[config.mk]
export PLATFORM = sky130hd
export DESIGN_NAME = ecc_event_log
export DESIGN_NICKNAME = d
export VERILOG_FILES = /design/src/rtl/ecc_log_pkg.sv /design/src/rtl/ecc_log_store.sv /design/src/rtl/ecc_log_overflow.sv /design/src/rtl/ecc_log_readmux.sv /design/src/rtl/ecc_event_log.sv
export SDC_FILE = /design/constraint.sdc
export NUM_CORES = 2
export LEC_CHECK = 0
export BUFFER_PORTS_ARGS = -buffer_cell sky130_fd_sc_hd__buf_2
export CORE_MARGIN = 3
export CORE_UTILIZATION = 35
export DETAILED_ROUTE_END_ITERATION = 8
export PLACE_DENSITY = 0.5
export RECOVER_POWER = 25
export SKIP_LAST_GASP = 1
export SLEW_MARGIN = 10
export SYNTH_ARGS = -nofsm -noshare
export SYNTH_HDL_FRONTEND = slang
export SYNTH_SLANG_ARGS = --single-unit
[constraint.sdc]
create_clock -name clk -period 5.4 [get_ports clk]
set_input_delay 0.54 -clock clk [delete_from_list [all_inputs] [get_ports clk]]
set_output_delay 0.54 -clock clk [all_outputs]
set_load 0.01 [all_outputs]
[src/rtl/ecc_log_pkg.sv]
package ecc_log_pkg;
  localparam int TYPE_W = 4;
  localparam int FLAG_W = 16;
  localparam int EADDR_W = 38;

  // Header word: addr[37:32] | type | source | instance | ip type, bits 31:25 zero
  function automatic logic [31:0] pack_head(input logic [5:0] a_hi, input logic [3:0] t,
                                            input logic [6:0] src, input logic [4:0] inst,
                                            input logic [2:0] ipt);
    logic [31:0] w;
    w = '0;
    w[5:0]   = a_hi;
    w[9:6]   = t;
    w[16:10] = src;
    w[21:17] = inst;
    w[24:22] = ipt;
    return w;
  endfunction

  // One-hot loss flag selected by the error type code
  function automatic logic [FLAG_W-1:0] type_flag(input logic [TYPE_W-1:0] t);
    return FLAG_W'(1) << t;
  endfunction
endpackage

[src/rtl/ecc_log_store.sv]
module ecc_log_store #(
  parameter int DEPTH = 16,
  parameter int CNT_W = 5,
  parameter int IDX_W = 4
) (
  input  logic                   clk,
  input  logic                   rst_n,
  input  logic                   evt_valid,
  input  logic                   clr,
  input  logic [31:0]            evt_head,
  input  logic [31:0]            evt_tail,
  output logic [CNT_W-1:0]       count_q,
  output logic                   accept,
  output logic                   full_now,
  output logic [DEPTH-1:0][31:0] head_q,
  output logic [DEPTH-1:0][31:0] tail_q
);
  logic [CNT_W-1:0] base_cnt;

  // The clear acts before the event of the same cycle
  always_comb begin
    base_cnt = clr ? '0 : count_q;
    full_now = (base_cnt == CNT_W'(DEPTH));
    accept   = evt_valid && !full_now;
  end

  always_ff @(posedge clk) begin
    if (!rst_n) begin
      count_q <= '0;
      head_q  <= '0;
      tail_q  <= '0;
    end else begin
      count_q <= base_cnt + CNT_W'(accept);
      if (accept) begin
        head_q[base_cnt[IDX_W-1:0]] <= evt_head;
        tail_q[base_cnt[IDX_W-1:0]] <= evt_tail;
      end
    end
  end
endmodule

[src/rtl/ecc_log_overflow.sv]
module ecc_log_overflow
  import ecc_log_pkg::*;
(
  input  logic              clk,
  input  logic              rst_n,
  input  logic              clr,
  input  logic              reject,
  input  logic [TYPE_W-1:0] evt_type,
  output logic [FLAG_W-1:0] flags_q
);
  logic [FLAG_W-1:0] kept;
  logic [FLAG_W-1:0] add;

  always_comb begin
    kept = clr ? '0 : flags_q;
    add  = reject ? type_flag(evt_type) : '0;
  end

  always_ff @(posedge clk) begin
    if (!rst_n) flags_q <= '0;
    else        flags_q <= kept | add;
  end
endmodule

[src/rtl/ecc_log_readmux.sv]
module ecc_log_readmux
  import ecc_log_pkg::*;
#(
  parameter int DEPTH      = 16,
  parameter int CNT_W      = 5,
  parameter int IDX_W      = 4,
  parameter int RD_AW      = 12,
  parameter int STATUS_OFF = 'h300,
  parameter int ENTRY_BASE = 'h310
) (
  input  logic [RD_AW-1:0]       rd_addr,
  input  logic [CNT_W-1:0]       count,
  input  logic [FLAG_W-1:0]      ovf,
  input  logic [DEPTH-1:0][31:0] head_q,
  input  logic [DEPTH-1:0][31:0] tail_q,
  output logic [31:0]            rd_data
);
  localparam int ENTRY_END = ENTRY_BASE + DEPTH * 8;

  logic [RD_AW-1:0] off;
  logic [IDX_W-1:0] idx;
  logic             in_entries;

  always_comb begin
    off        = rd_addr - RD_AW'(ENTRY_BASE);
    idx        = IDX_W'(off >> 3);
    in_entries = (rd_addr >= RD_AW'(ENTRY_BASE)) && (rd_addr < RD_AW'(ENTRY_END));
    rd_data    = '0;
    if (rd_addr[1:0] == 2'b00) begin
      if (rd_addr == RD_AW'(STATUS_OFF)) begin
        rd_data = {ovf, 16'(count)};
      end else if (in_entries && (CNT_W'(idx) < count)) begin
        rd_data = off[2] ? tail_q[idx] : head_q[idx];
      end
    end
  end
endmodule

[src/rtl/ecc_event_log.sv]
module ecc_event_log
  import ecc_log_pkg::*;
#(
  parameter int DEPTH      = 16,
  parameter int RD_AW      = 12,
  parameter int STATUS_OFF = 'h300,
  parameter int ENTRY_BASE = 'h310
) (
  input  logic         clk,
  input  logic         rst_n,
  input  logic         evt_valid,
  input  logic [3:0]   evt_type,
  input  logic [37:0]  evt_addr,
  input  logic [6:0]   evt_src,
  input  logic [4:0]   evt_inst,
  input  logic [2:0]   evt_iptype,
  input  logic         clr,
  input  logic [RD_AW-1:0] rd_addr,
  output logic [31:0]  rd_data
);
  localparam int CNT_W = $clog2(DEPTH + 1);
  localparam int IDX_W = (DEPTH > 1) ? $clog2(DEPTH) : 1;

  // Named internal events, observed by the bound checker
  logic [CNT_W-1:0]       count_q;
  logic [FLAG_W-1:0]      ovf_q;
  logic                   accept;
  logic                   full_now;
  logic                   reject;
  logic [31:0]            evt_head;
  logic [31:0]            evt_tail;
  logic [DEPTH-1:0][31:0] head_q;
  logic [DEPTH-1:0][31:0] tail_q;

  always_comb begin
    evt_head = pack_head(evt_addr[37:32], evt_type, evt_src, evt_inst, evt_iptype);
    evt_tail = evt_addr[31:0];
    reject   = evt_valid && full_now;
  end

  ecc_log_store #(.DEPTH(DEPTH), .CNT_W(CNT_W), .IDX_W(IDX_W)) u_store (
    .clk(clk), .rst_n(rst_n), .evt_valid(evt_valid), .clr(clr),
    .evt_head(evt_head), .evt_tail(evt_tail), .count_q(count_q),
    .accept(accept), .full_now(full_now), .head_q(head_q), .tail_q(tail_q)
  );

  ecc_log_overflow u_ovf (
    .clk(clk), .rst_n(rst_n), .clr(clr), .reject(reject),
    .evt_type(evt_type), .flags_q(ovf_q)
  );

  ecc_log_readmux #(
    .DEPTH(DEPTH), .CNT_W(CNT_W), .IDX_W(IDX_W), .RD_AW(RD_AW),
    .STATUS_OFF(STATUS_OFF), .ENTRY_BASE(ENTRY_BASE)
  ) u_rd (
    .rd_addr(rd_addr), .count(count_q), .ovf(ovf_q),
    .head_q(head_q), .tail_q(tail_q), .rd_data(rd_data)
  );
endmodule

==> impl_results.rst <==
.. list-table::
   :header-rows: 1

   * - Metric
     - Value
   * - Global-route usage over all layers
     - 0.250
   * - Number of standard cells in the layout, taps in and fillers out
     - ~6.4k
   * - Synthesized-area fraction occupied by ao, oa, aoi and oai cells
     - 0.191
   * - Worst endpoint data arrival time
     - 5.54 ns
   * - Total of buffers placed on input and output ports
     - 104
   * - Maximum number of pins on one net before global-route repair
     - 210
   * - Number of buffers added by the clock tree synthesis step
     - 107
   * - First-pass GRT wire length
     - 236,000 um
   * - Warnings from Yosys
     - 0
   * - Final worst path period share
     - 0.913
   * - Power per unit of standard cell area
     - 327 nW/um2
   * - Half-perimeter wire length of the detailed placement result
     - 90,100 um
   * - WS Path Type
     - reg -> reg
   * - Number of fill cells in the layout
     - about 12k
   * - GRT Residual Overflow
     - 0
   * - Share of cell area taken by muxes after synthesis
     - 0.120
   * - Pre-CTS setup slack
     - 1.03 ns
   * - Mapped Cells
     - 4,953
   * - Synth Area in Adders
     - 0.00205
   * - Sequential share of the synthesized area
     - 0.438
   * - Clock sinks
     - about 930
   * - CP most frequent cell
     - sky130_fd_sc_hd__clkbuf_1
   * - Violations in the final reports
     - capacitance limit, slew limit
   * - Clk_skew
     - roughly 0.026 ns
   * - DRC violations left
     - 0
   * - Share of the synthesized area in the top cell type
     - 0.438
   * - Maximum net fanout on the critical path
     - 38
   * - Global placement routability congestion
     - 0.805
   * - Status
     - complete, but fails checks
   * - Critical path, cell by cell
     - inv_1, nor3_1, clkbuf_1, nand3_1, clkbuf_1, nand2_1, a21boi_0
   * - Final Core Density
     - 0.396
   * - Post-synth ARST share
     - 0
   * - Routed WL per cell
     - 24.9 um
   * - Clk buf depth
     - 3
   * - Final setup slack of the worst path
     - 0.468 ns
   * - Shortest clock period the worst path allows after layout
     - 4.93 ns
   * - First-pass DRT Iterations
     - 5
   * - Resized Gates After CTS
     - 0
   * - Slowest cell delay on critical path
     - 2.46 ns
   * - Number of antenna violations at the first check in global routing
     - 15
   * - Post-synthesis register bit count
     - 933
   * - Worst-margin pin slew
     - 3.55 ns
   * - Synthesized Nets
     - 5,033
   * - Reg2reg path depth
     - 7
   * - Clk slew on worst S/H paths
     - approximately 0.060 ns
   * - Slowest library cell on the worst path
     - sky130_fd_sc_hd__clkbuf_1
   * - Setup repair after global routing missed its margin
     - false
   * - # hold bufs at CTS
     - 0
   * - Final hold viol count
     - 0
   * - Predominant post-synthesis flop cell
     - sky130_fd_sc_hd__dfxtp_1
   * - Hold Path Depth
     - 3
   * - Startpoint types
     - flop
   * - Critical path endpoint category
     - flop
   * - Hold path endpoint
     - u_store.tail_q[424]
   * - Crit path buf inv count
     - 3
   * - Achievable clock frequency
     - about 200 MHz
   * - Largest family of logic cells by synthesized area
     - simple AND/OR/NAND/NOR gates
   * - Number of global-route vias before repair
     - 33.3k
   * - WL final
     - ~160,000 um
   * - Commonest cells in the netlist
     - sky130_fd_sc_hd__nand2_1, sky130_fd_sc_hd__dfxtp_1, sky130_fd_sc_hd__a21boi_0
   * - Leak pwr
     - 15.4 nW
   * - Most area-hungry cell type in the Yosys netlist
     - sky130_fd_sc_hd__dfxtp_1
   * - Total number of H-tree levels
     - 3
   * - Starting density of the core
     - 0.354
   * - Mapped cell area
     - 42,600 um2
   * - Post-synthesis to final-layout area growth
     - 11.8%
   * - Top Ports
     - 105
   * - Core Rows
     - 127
   * - Biggest area contributors in the synthesized netlist
     - sky130_fd_sc_hd__dfxtp_1, sky130_fd_sc_hd__nand2_1, sky130_fd_sc_hd__a21boi_0
   * - Remaining number of nets flagged by the antenna check after routing
     - 0
   * - Die X
     - 355 um
   * - Net total in the final layout
     - 4,808
   * - Critical path data required time
     - 6.00 ns
   * - Die Span Y
     - 355 um
   * - Iteration-0 DRC count of the detailed router
     - ~3.3k
   * - Pins Over Slew Limit
     - around 360
   * - Placed cell count
     - 6,231
   * - Synthesized area per cell
     - 8.61 um2
   * - Number of post-CTS setup repair buffers
     - 0
   * - Number of maximum-capacitance constraint violations
     - 12
   * - Worst ir drop on vdd
     - between 0.0002 and 0.00025 V
   * - Clock root cell
     - sky130_fd_sc_hd__clkbuf_16
   * - Final setup violation count
     - 0
   * - Routed via count divided by cell count
     - 5.42
   * - Area of the die
     - 126,000 um2
   * - Most common cell in the netlist
     - sky130_fd_sc_hd__nand2_1
   * - Destination of the worst register-to-register timing path
     - u_store.head_q[373]
   * - Total core area
     - 120,000 um2
   * - Slew HR
     - -1.38
   * - Share of layout cells above drive strength 1
     - 0.122
   * - R2R Path Start
     - u_store.count_q[3]
   * - Min-delay worst type
     - in -> reg
   * - Hold_sp
     - evt_addr[8]
   * - TNS Setup
     - 0 ns
   * - Post-Synth Simple-Gate Area
     - 0.195
   * - Worst R2R Setup Slack
     - approximately 0.47 ns
   * - Clock tree from TritonCTS
     - done
   * - XOR/XNOR Fraction of Synth Area
     - 0.000822
   * - Number of distinct library cell variants in the gate-level netlist after synthesis
     - 55
   * - Via count
     - between 30k and 40k
   * - Number of synthesized flops with an enable pin
     - 0
   * - Family with the most delay on the worst path
     - buffers and inverters
   * - Clock latency reported for the late side of the worst-skew pair
     - approximately 0.70 ns
per-layer routing:
layer | part of all wire | wire length [um] | GRT usage | vias to the layer above
li1 | - | - | - | 16184
met1 | 0.46 | 74300 | 0.361 | 17368
met2 | 0.44 | 71200 | 0.389 | 1119
met3 | 0.065 | 10400 | 0.0343 | 222
met4 | 0.027 | 4330 | 0.0705 | 4
met5 | 0.00017 | 27 | 0 | -
final cells by class:
| class | instances | area [um2] | area share |
|---|---|---|---|
| flip-flops and latches | 933 | 18700 | 0.392 |
| clock inverters | 32 | 452 | 0.00948 |
| clock buffers | 165 | 3230 | 0.0677 |
| repair buffers | 186 | 1340 | 0.0282 |
| well taps | 1612 | 2020 | 0.0423 |
| diodes | 6 | 15.0 | 0.000315 |
| multi-input cells | 3489 | 21900 | 0.459 |
| inverters | 11 | 42.5 | 0.000892 |
cells in the final DEF (no fill, tap or decap), types with 39 or more instances in the layout:
cell type                   instances
sky130_fd_sc_hd__buf_2            101
sky130_fd_sc_hd__a21boi_0         916
sky130_fd_sc_hd__mux2i_1           84
sky130_fd_sc_hd__nand3_1           50
sky130_fd_sc_hd__o22ai_1           41
sky130_fd_sc_hd__mux4_2           178
sky130_fd_sc_hd__nand2_1         1873
sky130_fd_sc_hd__clkbuf_16        109
sky130_fd_sc_hd__dfxtp_1          933
sky130_fd_sc_hd__and3_1            53
sky130_fd_sc_hd__nor3_1            39
sky130_fd_sc_hd__buf_4             60
flip-flops by register name, indices dropped and copies added (netlist names):
register         count
u_ovf.flags_q       16
u_store.tail_q     512
u_store.count_q      5
u_store.head_q     400
logic make-up after synthesis:
logic type,after synthesis
XOR/XNOR,4
AO/OA/AOI/OAI,1090
buffers and inverters,531
multiplexers,287
adder cells (fa/ha/maj),7
AND/OR/NAND/NOR,2101
flip-flops,933
worst reg2reg max path, delay by kind of cell, from the launching register on:
kind | cells | cell delay (ns)
compound gates | 1 | 0.28
simple gates | 3 | 1.23
buf+inv | 3 | 2.91
flops | 1 | 0.41
metrics by stage:
stage / instance area [um2] / total power [mW] / hold slack (ns)
floorplan: 42600 / 7.75 / 0.439
global placement: 44100 / 8.09 / 0.447
detailed placement: 44100 / 8.10 / 0.455
CTS: 47800 / 15.7 / 0.210
global route: 47700 / 16.1 / 0.244
finish: 47700 / 15.6 / 0.256
worst max path at each step:
stage	start	endpoint	slack, ns	cells past startpoint
floorplan	rd_addr[4]	rd_data[0]	0.83	16
global placement	rd_addr[4]	rd_data[17]	1.03	10
detailed placement	rd_addr[4]	rd_data[17]	1.03	11
CTS	u_store.count_q[1]	rd_data[17]	0.52	7
global route	u_store.count_q[3]	u_store.head_q[369]	0.33	7
finish	u_store.count_q[3]	u_store.head_q[373]	0.47	7
power by group:
part	total [mW]	internal (mW)	switching (mW)
clock network	7.64	4.57	3.07
registers	6.95	6.92	0.0240
logic	1.00	0.323	0.681
total	15.6	11.8	3.77
Power figures use the tool's default switching activity.
